--- config.mk ---
export PLATFORM = sky130hd
export DESIGN_NAME = spi_fifo_master
export DESIGN_NICKNAME = d
export VERILOG_FILES = /design/src/rtl/spi_fifo_pkg.sv /design/src/rtl/spi_byte_fifo.sv /design/src/rtl/spi_shift_engine.sv /design/src/rtl/spi_fifo_master.sv
export SDC_FILE = /design/constraint.sdc
export NUM_CORES = 1
export LEC_CHECK = 0
export BUFFER_PORTS_ARGS = -buffer_cell sky130_fd_sc_hd__buf_2
export CORE_MARGIN = 4
export CORE_UTILIZATION = 28
export DETAILED_ROUTE_END_ITERATION = 10
export GPL_TIMING_DRIVEN = 0
export SKIP_LAST_GASP = 1
export SYNTH_ARGS = -nofsm -noshare
export SYNTH_HDL_FRONTEND = slang
export SYNTH_SLANG_ARGS = --single-unit
--- constraint.sdc ---
create_clock -name clk -period 4.9 [get_ports clk]
set_clock_uncertainty 0.05 [all_clocks]
set_input_delay 0.98 -clock clk [delete_from_list [all_inputs] [get_ports clk]]
set_output_delay 0.98 -clock clk [all_outputs]
set_load 0.005 [all_outputs]
--- src/rtl/spi_fifo_pkg.sv ---
package spi_fifo_pkg;
  localparam logic [11:0] A_CTRL  = 12'h000;
  localparam logic [11:0] A_CFG   = 12'h004;
  localparam logic [11:0] A_STAT  = 12'h008;
  localparam logic [11:0] A_PIN   = 12'h00C;
  localparam logic [11:0] A_TXD   = 12'h010;
  localparam logic [11:0] A_RXD   = 12'h020;
  localparam logic [11:0] A_DIV   = 12'h030;
  localparam logic [11:0] A_RXCNT = 12'h034;
  localparam logic [11:0] A_TXCNT = 12'h04C;
  localparam logic [11:0] A_FSTAT = 12'h10C;

  typedef struct packed {
    logic cpol;
    logic cpha;
    logic lsb;
  } spi_mode_t;

  typedef enum logic [1:0] {ENG_IDLE, ENG_SHIFT, ENG_FIN} eng_state_t;
endpackage

--- src/rtl/spi_byte_fifo.sv ---
module spi_byte_fifo #(
  parameter int W     = 8,
  parameter int DEPTH = 16
) (
  input  logic                         clk,
  input  logic                         rst,
  input  logic                         flush,
  input  logic                         push,
  input  logic [W-1:0]                 wdata,
  input  logic                         pop,
  output logic [W-1:0]                 rdata,
  output logic                         full,
  output logic                         empty,
  output logic [$clog2(DEPTH+1)-1:0]   level
);
  localparam int PW = $clog2(DEPTH);
  localparam int LW = $clog2(DEPTH+1);
  localparam logic [LW-1:0] LVL_MAX = LW'(DEPTH);

  logic [W-1:0]  mem [DEPTH];
  logic [PW-1:0] wp, rp;
  logic [LW-1:0] cnt;
  logic          do_push, do_pop;

  assign full    = (cnt == LVL_MAX);
  assign empty   = (cnt == '0);
  assign level   = cnt;
  assign do_push = push && !full && !flush;
  assign do_pop  = pop && !empty && !flush;
  assign rdata   = mem[rp];

  always_ff @(posedge clk) begin
    if (do_push) mem[wp] <= wdata;
  end

  always_ff @(posedge clk) begin
    if (rst || flush) begin
      wp  <= '0;
      rp  <= '0;
      cnt <= '0;
    end else begin
      if (do_push) wp <= (wp == PW'(DEPTH-1)) ? '0 : wp + 1'b1;
      if (do_pop)  rp <= (rp == PW'(DEPTH-1)) ? '0 : rp + 1'b1;
      case ({do_push, do_pop})
        2'b10:   cnt <= cnt + 1'b1;
        2'b01:   cnt <= cnt - 1'b1;
        default: cnt <= cnt;
      endcase
    end
  end

  AST_NO_OVERFLOW: assert property (@(posedge clk) disable iff (rst)
    (push && full && !pop && !flush) |=> (level == LVL_MAX));
  AST_NO_UNDERFLOW: assert property (@(posedge clk) disable iff (rst)
    (pop && empty && !push && !flush) |=> (level == '0));
  AST_LEVEL_BOUND: assert property (@(posedge clk) disable iff (rst)
    level <= LVL_MAX);
endmodule

--- src/rtl/spi_shift_engine.sv ---
module spi_shift_engine
  import spi_fifo_pkg::*;
#(
  parameter int DIV_W = 11
) (
  input  logic             clk,
  input  logic             rst,
  input  logic             run,
  input  spi_mode_t        mode,
  input  logic [DIV_W-1:0] div,
  input  logic             want_tx,
  input  logic             want_rx,
  input  logic [7:0]       tx_byte,
  input  logic             miso,
  output logic             start,
  output logic             start_tx,
  output logic             done,
  output logic [7:0]       rx_byte,
  output logic             sck,
  output logic             mosi
);
  eng_state_t       st;
  logic [3:0]       ecnt;
  logic [DIV_W-1:0] hcnt;
  logic [DIV_W-1:0] h_lead, h_trail;
  logic [7:0]       dat, rxs;
  logic [7:0]       load;
  logic [2:0]       bj;
  logic             sck_q, mosi_q;

  function automatic logic [2:0] bit_pos(input logic lsb, input logic [2:0] j);
    return lsb ? j : (3'd7 - j);
  endfunction

  assign h_lead   = div >> 1;
  assign h_trail  = div - h_lead;
  assign start    = (st == ENG_IDLE) && run && (want_tx || want_rx);
  assign start_tx = start && want_tx;
  assign load     = want_tx ? tx_byte : 8'h00;
  assign done     = (st == ENG_FIN);
  assign rx_byte  = rxs;
  assign bj       = ecnt[3:1];
  assign sck      = sck_q;
  assign mosi     = mosi_q;

  always_ff @(posedge clk) begin
    if (rst) begin
      st     <= ENG_IDLE;
      ecnt   <= '0;
      hcnt   <= '0;
      dat    <= '0;
      rxs    <= '0;
      sck_q  <= 1'b0;
      mosi_q <= 1'b0;
    end else begin
      case (st)
        ENG_IDLE: begin
          sck_q <= mode.cpol;
          if (start) begin
            st   <= ENG_SHIFT;
            ecnt <= '0;
            hcnt <= h_lead - 1'b1;
            dat  <= load;
            if (!mode.cpha) mosi_q <= load[bit_pos(mode.lsb, 3'd0)];
          end
        end
        ENG_SHIFT: begin
          if (!run) begin
            st    <= ENG_IDLE;
            sck_q <= mode.cpol;
          end else if (hcnt != '0) begin
            hcnt <= hcnt - 1'b1;
          end else begin
            sck_q <= ~sck_q;
            if (!ecnt[0]) begin
              if (!mode.cpha) rxs[bit_pos(mode.lsb, bj)] <= miso;
              else            mosi_q <= dat[bit_pos(mode.lsb, bj)];
            end else begin
              if (mode.cpha)        rxs[bit_pos(mode.lsb, bj)] <= miso;
              else if (bj != 3'd7)  mosi_q <= dat[bit_pos(mode.lsb, bj + 3'd1)];
            end
            if (ecnt == 4'd15) begin
              st <= ENG_FIN;
            end else begin
              ecnt <= ecnt + 1'b1;
              hcnt <= ecnt[0] ? (h_lead - 1'b1) : (h_trail - 1'b1);
            end
          end
        end
        default: st <= ENG_IDLE;
      endcase
    end
  end

  AST_HALT_SCK_IDLE: assert property (@(posedge clk) disable iff (rst)
    (st == ENG_SHIFT && !run) |=> (sck == $past(mode.cpol)));
  AST_MOSI_HELD_AT_SAMPLE: assert property (@(posedge clk) disable iff (rst)
    (st == ENG_SHIFT && run && hcnt == '0 && (ecnt[0] == mode.cpha)) |=> $stable(mosi));
endmodule

--- src/rtl/spi_fifo_master.sv ---
module spi_fifo_master
  import spi_fifo_pkg::*;
#(
  parameter int DEPTH = 16,
  parameter int CNT_W = 16,
  parameter int DIV_W = 11
) (
  input  logic        clk,
  input  logic        rst,
  input  logic [11:0] bus_addr,
  input  logic        bus_wr,
  input  logic        bus_rd,
  input  logic [31:0] bus_wdata,
  output logic [31:0] bus_rdata,
  output logic        spi_sck,
  output logic        spi_mosi,
  output logic        spi_cs_n,
  input  logic        spi_miso
);
  localparam int LW = $clog2(DEPTH+1);
  localparam logic [DIV_W-1:0] DIV_MIN = DIV_W'(2);
  localparam logic [DIV_W-1:0] DIV_MAX = {DIV_W{1'b1}};

  logic             run_q, cs_q, rx_done_q, tx_done_q, was_tx_q;
  spi_mode_t        mode_q;
  logic [DIV_W-1:0] div_q;
  logic [CNT_W-1:0] txcnt_q, rxcnt_q;

  logic wr_ctrl, wr_cfg, wr_stat, wr_pin, wr_txd, wr_div, wr_rxcnt, wr_txcnt, rd_rxd;
  logic run_rise;

  logic [7:0]    tx_head, rx_head_raw, rx_head, eng_rx;
  logic          tx_full, tx_empty, rx_full, rx_empty;
  logic [LW-1:0] tx_lvl, rx_lvl;
  logic          eng_start, eng_start_tx, eng_done;
  logic          want_tx, want_rx, rx_push;

  assign wr_ctrl  = bus_wr && (bus_addr == A_CTRL);
  assign wr_cfg   = bus_wr && (bus_addr == A_CFG);
  assign wr_stat  = bus_wr && (bus_addr == A_STAT);
  assign wr_pin   = bus_wr && (bus_addr == A_PIN);
  assign wr_txd   = bus_wr && (bus_addr == A_TXD);
  assign wr_div   = bus_wr && (bus_addr == A_DIV);
  assign wr_rxcnt = bus_wr && (bus_addr == A_RXCNT);
  assign wr_txcnt = bus_wr && (bus_addr == A_TXCNT);
  assign rd_rxd   = bus_rd && (bus_addr == A_RXD);
  assign run_rise = wr_ctrl && bus_wdata[0] && !run_q;

  assign want_tx  = (txcnt_q != '0) && !tx_empty;
  assign want_rx  = (txcnt_q == '0) && (rxcnt_q != '0);
  assign rx_push  = eng_done && (rxcnt_q != '0);
  assign rx_head  = rx_empty ? 8'h00 : rx_head_raw;

  spi_byte_fifo #(.W(8), .DEPTH(DEPTH)) u_txq (
    .clk(clk), .rst(rst), .flush(wr_ctrl && bus_wdata[2]),
    .push(wr_txd), .wdata(bus_wdata[7:0]), .pop(eng_start_tx),
    .rdata(tx_head), .full(tx_full), .empty(tx_empty), .level(tx_lvl));

  spi_byte_fifo #(.W(8), .DEPTH(DEPTH)) u_rxq (
    .clk(clk), .rst(rst), .flush(wr_ctrl && bus_wdata[3]),
    .push(rx_push), .wdata(eng_rx), .pop(rd_rxd),
    .rdata(rx_head_raw), .full(rx_full), .empty(rx_empty), .level(rx_lvl));

  spi_shift_engine #(.DIV_W(DIV_W)) u_eng (
    .clk(clk), .rst(rst), .run(run_q), .mode(mode_q), .div(div_q),
    .want_tx(want_tx), .want_rx(want_rx), .tx_byte(tx_head), .miso(spi_miso),
    .start(eng_start), .start_tx(eng_start_tx), .done(eng_done), .rx_byte(eng_rx),
    .sck(spi_sck), .mosi(spi_mosi));

  assign spi_cs_n = cs_q;

  always_ff @(posedge clk) begin
    if (rst) begin
      run_q     <= 1'b0;
      mode_q    <= '0;
      cs_q      <= 1'b1;
      div_q     <= DIV_MIN;
      txcnt_q   <= '0;
      rxcnt_q   <= '0;
      was_tx_q  <= 1'b0;
      rx_done_q <= 1'b0;
      tx_done_q <= 1'b0;
    end else begin
      if (wr_ctrl) run_q <= bus_wdata[0];
      if (wr_cfg) begin
        mode_q.cpha <= bus_wdata[1];
        mode_q.cpol <= bus_wdata[2];
        mode_q.lsb  <= bus_wdata[13];
      end
      if (wr_pin) cs_q <= bus_wdata[1];
      if (wr_div) begin
        if (bus_wdata < 32'(DIV_MIN))      div_q <= DIV_MIN;
        else if (bus_wdata > 32'(DIV_MAX)) div_q <= DIV_MAX;
        else                               div_q <= bus_wdata[DIV_W-1:0];
      end
      if (wr_txcnt)          txcnt_q <= bus_wdata[CNT_W-1:0];
      else if (eng_start_tx) txcnt_q <= txcnt_q - 1'b1;
      if (wr_rxcnt)          rxcnt_q <= bus_wdata[CNT_W-1:0];
      else if (rx_push)      rxcnt_q <= rxcnt_q - 1'b1;
      if (eng_start) was_tx_q <= eng_start_tx;

      if (run_rise) begin
        rx_done_q <= 1'b0;
        tx_done_q <= 1'b0;
      end else if (wr_stat) begin
        if (bus_wdata[0]) rx_done_q <= 1'b0;
        if (bus_wdata[2]) tx_done_q <= 1'b0;
      end
      if (eng_done && rxcnt_q == CNT_W'(1))          rx_done_q <= 1'b1;
      if (eng_done && was_tx_q && txcnt_q == '0)     tx_done_q <= 1'b1;
    end
  end

  always_ff @(posedge clk) begin
    if (rst) begin
      bus_rdata <= '0;
    end else if (bus_rd) begin
      case (bus_addr)
        A_CTRL:  bus_rdata <= {31'b0, run_q};
        A_CFG:   bus_rdata <= {18'b0, mode_q.lsb, 10'b0, mode_q.cpol, mode_q.cpha, 1'b0};
        A_STAT:  bus_rdata <= {29'b0, tx_done_q, 1'b0, rx_done_q};
        A_PIN:   bus_rdata <= {30'b0, cs_q, 1'b0};
        A_RXD:   bus_rdata <= {24'b0, rx_head};
        A_DIV:   bus_rdata <= 32'(div_q);
        A_RXCNT: bus_rdata <= 32'(rxcnt_q);
        A_TXCNT: bus_rdata <= 32'(txcnt_q);
        A_FSTAT: bus_rdata <= {8'(rx_lvl), 3'b0, rx_empty, 4'b0, 8'(tx_lvl), 3'b0, tx_full, 4'b0};
        default: bus_rdata <= '0;
      endcase
    end
  end

  AST_DIV_RANGE: assert property (@(posedge clk) disable iff (rst)
    (div_q >= DIV_MIN) && (div_q <= DIV_MAX));
  AST_CS_BY_BUS_ONLY: assert property (@(posedge clk) disable iff (rst)
    !$stable(spi_cs_n) |-> $past(wr_pin));
  AST_TXCNT_NO_RISE: assert property (@(posedge clk) disable iff (rst)
    (txcnt_q > $past(txcnt_q)) |-> $past(wr_txcnt));
  AST_RXQ_FULL_DROP: assert property (@(posedge clk) disable iff (rst)
    (rx_push && rx_full && !rd_rxd) |=> (rx_lvl == LW'(DEPTH)));
endmodule

After elaboration in Yosys (flattened, before gate mapping)
Memory sizes are Yosys's and may differ from the RTL's. A register that Yosys moved wholly into a read port is not among the register bits.
Index checks and enable logic that the tools add are counted.
W data, S select, Z words.
{"block": "totals", "in_bits": 49, "n_memories": 2, "ff_bits": 144, "mem_bits_rw": 256}
{"name": "u_rxq.mem", "words": 16, "width": 8, "rd": 1, "rd_ports_with_merged_regs": 1, "wr": 1, "line": "spi_byte_fifo.sv:20", "rtl": "logic [W-1:0] mem [DEPTH];"}
{"name": "u_txq.mem", "words": 16, "width": 8, "rd": 1, "rd_ports_with_merged_regs": 1, "wr": 1, "line": "spi_byte_fifo.sv:20"}
{"block": "classes", "reduce_logical": 67, "eq_ne": 37, "add_sub_neg": 18, "bitwise_logic": 2, "mux": 74, "n_lt_le_gt_ge": 6}
{"operator": "$pmux W29 S9", "n": 1}
{"operator": "$mux W11", "n": 7}
{"operator": "$mux W16", "n": 4}
{"operator": "$mux W4", "n": 12}
{"operator": "$mux W8", "n": 5}
{"operator": "$eq A12 B6 Y1 const B", "n": 3}
{"operator": "$gt A32 B11 Y1 const B", "n": 1}
{"operator": "$lt A32 B2 Y1 const B", "n": 1}
{"operator": "$reduce_bool A16 Y1", "n": 2}
{"operator": "$sub A16 B1 Y16 const B", "n": 2}
{"operator": "$logic_and A1 B1 Y1", "n": 31}
{"operator": "$mux W1", "n": 26}
{"operator": "$eq A12 B4 Y1 const B", "n": 2}
{"operator": "$pmux W11 S2", "n": 1}
{"operator": "$sub A11 B1 Y11 const B", "n": 2}
{"operator": "$add A4 B1 Y4 const B", "n": 5}
{"operator": "$eq A4 B4 Y1 const B", "n": 5}
{"operator": "$pmux W5 S2", "n": 2}
{"operator": "$eq A16 B1 Y1 const B", "n": 1}
{"operator": "$logic_not A16 Y1", "n": 1}
{"operator": "$eq A12 B3 Y1 const B", "n": 1}
{"operator": "$eq A12 B5 Y1 const B", "n": 1}
{"operator": "$eq A12 B7 Y1 const B", "n": 1}
{"operator": "$eq A12 B9 Y1 const B", "n": 1}
{"operator": "37 further kinds", "n": 86}

Longest topological paths before layout
{"block": "logic_depth", "ltp_word": 11, "depth_mapped": 16}

Modules after synthesis
From an unflattened synthesis, not the netlist that was laid out.
{"block": "unflattened", "cells_unflattened": 1568, "hier_area_um2": 18985.7}
{"module": "spi_byte_fifo", "cells_per_inst": 323, "n_inst": 2, "seq_area_each_um2": 4184.0, "area_each_um2": 5873.1}
{"module": "spi_fifo_master", "cells_per_inst": 507, "n_inst": 1, "seq_area_each_um2": 1461.4, "area_each_um2": 4106.4}
{"module": "spi_shift_engine", "cells_per_inst": 415, "n_inst": 1, "seq_area_each_um2": 700.7, "area_each_um2": 3133.0}

Worst setup path after synthesis
No wires, ideal clock.
{"block": "synth_path", "path_type": "input to register", "from": "in bus_addr[8]", "to": "reg u_txq.cnt[4], in the netlist u_txq.level[4]", "arrival_ns": 4.122, "path_stages": 14, "setup_time_ns": 0.128, "required_ns": 4.722, "slack_ns": 0.600, "cell_sequence": "buf_4 -> or4_4 -> or4b_4 -> nor4_4 -> inv_2 -> ha_1 -> xor2_1 -> ha_1 -> a21oi_1 -> o22ai_1 -> a222oi_1 -> nor2_1 -> xnor2_1 -> nor2_1"}
{"block": "synth_between", "elab_chain_cells": 7, "elab_cells_between_ends": 14, "cone_classes": "3 x eq/ne; 1 x mux; 10 x reduce/logical"}
{"element": "from (decl)", "line": "spi_fifo_master.sv:10", "rtl": "input logic [11:0] bus_addr,"}
{"element": "$logic_not A12 Y1", "line": "spi_fifo_master.sv:38", "rtl": "assign wr_ctrl = bus_wr && (bus_addr == A_CTRL);"}
{"element": "$logic_and A1 B1 Y1", "line": "spi_fifo_master.sv:38"}
{"element": "$logic_and A1 B1 Y1", "line": "spi_fifo_master.sv:55", "rtl": ".clk(clk), .rst(rst), .flush(wr_ctrl && bus_wdata[2]),"}
{"element": "$logic_not A1 Y1", "line": "spi_byte_fifo.sv:28, spi_byte_fifo.sv:29"}
{"element": "$logic_and A1 B1 Y1 (on tied branches)", "line": "spi_byte_fifo.sv:29, spi_byte_fifo.sv:28"}
{"element": "$eq A2 B1 Y1 or $eq A2 B2 Y1 (tied branches)", "line": "spi_byte_fifo.sv:44", "rtl": "case ({do_push, do_pop})"}
{"element": "$pmux W5 S2 or $reduce_bool A2 Y1 (tied branches)"}
{"element": "to (signal assigned)", "line": "spi_byte_fifo.sv:45", "rtl": "2'b10: cnt <= cnt + 1'b1;"}
{"element": "to (signal assigned)", "line": "spi_byte_fifo.sv:46", "rtl": "2'b01: cnt <= cnt - 1'b1;"}
{"element": "to (signal assigned)", "line": "spi_byte_fifo.sv:47", "rtl": "default: cnt <= cnt;"}
{"element": "to (decl)", "line": "spi_byte_fifo.sv:22", "rtl": "logic [LW-1:0] cnt;"}
Several ways; a longest one is shown, not always the timed one.
A chain may end at the register's enable or synchronous reset.

Worst setup path in the final report
{"block": "layout_path", "from": "reg rxcnt_q[0]", "to": "reg u_rxq.cnt[4], in the netlist u_rxq.level[4]"}
{"block": "layout_between", "elab_chain_cells": 6, "elab_cells_between_ends": 8, "cone_classes": "2 x eq/ne; 1 x mux; 5 x reduce/logical"}
{"element": "from (decl)", "line": "spi_fifo_master.sv:27", "rtl": "logic [CNT_W-1:0] txcnt_q, rxcnt_q;"}
{"element": "from (signal assigned)", "line": "spi_fifo_master.sv:98", "rtl": "if (wr_rxcnt) rxcnt_q <= bus_wdata[CNT_W-1:0];"}
{"element": "from (signal assigned)", "line": "spi_fifo_master.sv:99", "rtl": "else if (rx_push) rxcnt_q <= rxcnt_q - 1'b1;"}
{"element": "$reduce_bool A16 Y1 *", "line": "spi_fifo_master.sv:51", "rtl": "assign rx_push = eng_done && (rxcnt_q != '0);"}
{"element": "$logic_and A1 B1 Y1 *", "line": "spi_fifo_master.sv:51"}
{"element": "$logic_and A1 B1 Y1 * (2 in series)", "line": "spi_byte_fifo.sv:28", "rtl": "assign do_push = push && !full && !flush;"}
{"element": "$eq A2 B1 Y1 or $eq A2 B2 Y1 (tied branches)", "line": "spi_byte_fifo.sv:44"}
{"element": "$pmux W5 S2 or $reduce_bool A2 Y1 (tied branches)"}
{"element": "to (signal assigned)", "line": "spi_byte_fifo.sv:45"}
{"element": "to (signal assigned)", "line": "spi_byte_fifo.sv:46"}
{"element": "to (signal assigned)", "line": "spi_byte_fifo.sv:47"}
{"element": "to (decl)", "line": "spi_byte_fifo.sv:22"}
Every way passes the cells marked *; elsewhere a longest branch is shown, timed or not.

==> results.ini <==
[clock_network]
hold_buffers = 0
clock_path_buffers = 3
postCtsSetupBuffers = 0
ctsResizeCount = 0
clkTransAtPathRegs_ps = 70
h-tree-depth = 2
clk_latency_ps = 550
cts_buffers = 39
clock-sinks = 398
cts_tree = yes
cts-root-buf = clkbuf_16

[worst_setup_path]
endpoint_kind = flop
worstPathArrival_ps = 4940
critPathKind = flop to flop
required_ps = 5330
path_max_fanout = 9
cp-start-kind = flop

[global_routing]
grt_pass1_vias = 13011
antenna_found_initial = 0
grt_max_degree = 23
grt_pass1_wl_um = 75900
grtUsageTotal = 0.134
gr-total-overflow = 0

[final_layout]
fill_cells = 6395
antenna_cells = 0
drive_above_1_share = 0.151
final_common_cell = edfxtp_1
final_nets = 1723
synthToLayoutAreaGrowth_pct = 15.2
final_cell_mix = edfxtp_1 (256), nor2_1 (151), dfxtp_1 (142), nand2_1 (119), buf_2 (79)

[placement]
dp.final_hpwl_um = 35400
place.gp.congestion = 0.921
place_ws_ps = -476
numPortBuffers = 70

[logic_synthesis]
syn_area_sq_um = 18400
ys_async_sr_fraction = 0
synth.distinct_cells = 70
yosysSeqAreaShare = 0.571
synthFlopType = edfxtp_1
ys_seq_elements = 398
yosysWarningCount = 0
synth_cells = 1507
synth_edf_count = 256
syn_avg_cell_area_sq_um = 12.2

[floorplanning]
ios = 84
start_util = 0.285
core_area_sq_um = 64800
die_area_sq_um = 70000
chipHeight_um = 265
rows = 93
die_w_um = 265

[routing]
drt_iter0_markers = 1024
via_per_inst = 5.14
dr.pass1.iters = 7
wl_um = 48800
drc_errors = 0
num_vias = 12934
wl_per_cell_um = 19.4
drtAntennaViolNets = 0

[sta]
tightest_slew_ps = 1040
final_hold_viol_count = 0
setup_violations = 0
rsz0062_at_grt = false
slew_headroom = 0.305
fmaxAchievable_ghz = 0.222
drv_slew = 0
post-route-period-util = 0.920
fin_crit_ps = 4510
fin_hold_ws_ps = 432
postLayoutSetupSlackWorst_ps = 393

[power_and_ir_drop]
power_frac_clock = 0.460
p_leak_nw = 6.95
power_frac_seq = 0.523
power_density_nw_per_um2 = 319
switchingPower_mw = 1.41
p_sw_frac = 0.208
peakVddDrop_mv = 0.213
power_frac_comb = 0.017
internal_power_mw = 5.36

[job]
cap_violations = 0

[run_status]
status = finished clean

[hold_path]
hold_path.class = flop to flop

-- logic make-up (layout without fill, tap and decap cells) --
family          after synthesis  count (layout)  share of synthesized area
buf+inv                     142             285                     0.0321
compound gates              265             265                     0.0984
simple gates                483             483                      0.129
other cells                   1              10                   0.000203
xor+xnor                     65              65                     0.0309
flops                       398             398                      0.571
fa+ha+maj                    46              46                     0.0320
mux                         107             107                      0.106
-- Yosys cell counts (all sizes together) (11+ instances only) --
cell type | number | area (sq um)
nor4 | 24 | 186
a21oi | 75 | 375
a222oi | 12 | 120
xor2 | 27 | 236
mux4 | 70 | 1580
a22oi | 15 | 113
a211oi | 36 | 270
o21ai | 26 | 130
clkbuf | 61 | 229
a22o | 12 | 105
nand2 | 120 | 453
nor3 | 30 | 155
nor3b | 11 | 87.6
or3 | 12 | 75.1
buf | 29 | 168
o211ai | 14 | 105
nand4 | 12 | 75.1
a311oi | 21 | 184
mux2 | 11 | 124
nand3 | 35 | 175
and3 | 14 | 87.6
xnor2 | 38 | 333
and2 | 19 | 119
nand2b | 14 | 87.6
nor2b | 15 | 93.8
mux2i | 26 | 260
nor2 | 152 | 573
inv | 52 | 195
ha | 44 | 551
edfxtp | 256 | 7690
dfxtp | 142 | 2840
-- sequential cells by signal (all words and copies together) (netlist names), 11 cells and up, named ones only --
register and count:
div_q 11, u_rxq.mem 128, txcnt_q 16, u_eng.hcnt 11
bus_rdata 22, rxcnt_q 16, u_txq.mem 128
-- critical path, stage by stage, from the launching register on --
cell and delay [ps]:
dfxtp_1 460, inv_1 80, ha_1 220, nor3b_1 210
a41oi_1 730, nand2_1 230, a21oi_1 600, inv_1 210
ha_1 320, inv_1 130, fa_1 210, inv_1 50
a21o_1 160, a21oi_1 200, xnor2_1 110, or3_1 310
a21oi_1 150
-- through the flow --
step | setup TNS (ps) | cells | utilization | cell area (sq um) | total power, mW
CTS | 0 | 2513 | 0.328 | 21200 | 6.82
detailed placement | -1270 | 2441 | 0.307 | 19900 | 3.73
floorplan | 0 | 1516 | - | 18500 | 3.66
global placement | -548 | 2441 | 0.307 | 19900 | 3.73
finish | 0 | 2514 | 0.328 | 21300 | 6.77
global route | 0 | 2514 | 0.328 | 21300 | 6.96
-- final timing paths --
path,startpoint,to,slack [ps],cells past startpoint
max,rxcnt_q[0],u_rxq.level[4],390,16
min,bus_rdata[5],bus_rdata[5],430,1
max reg2reg,rxcnt_q[0],u_rxq.level[4],390,16
min reg2reg,bus_rdata[5],bus_rdata[5],430,1
-- area by class of cell --
cell class                 count  area (sq um)  share of cell area
clock buffer                  51          1080              0.0509
timing repair buffer          71           355              0.0167
multi-input combinational    976          7380               0.347
tap                          855          1070              0.0503
sequential                   398         10500               0.495
buffer                        90           397              0.0187
inverter                      52           195             0.00918
clock inverter                21           245              0.0115
-- power groups by stage --
stage / Combinational (mW) / Sequential (mW) / Clock [mW]
after floorplan: 0.0421 / 3.62 / 0
after global placement: 0.110 / 3.62 / 0
after detailed placement: 0.113 / 3.62 / 0
after CTS: 0.113 / 3.54 / 3.17
after global routing: 0.122 / 3.54 / 3.30
final: 0.113 / 3.54 / 3.12
-- per-layer routing --
metal | track usage | wire length (um) | up-vias
met5 | 0 | 0 | -
met4 | 0.0507 | 2010 | 0
met3 | 0.0167 | 2650 | 119
met2 | 0.233 | 23800 | 471
met1 | 0.172 | 20400 | 6419
li1 | - | - | 5925
(Power assumes the default switching activity.)
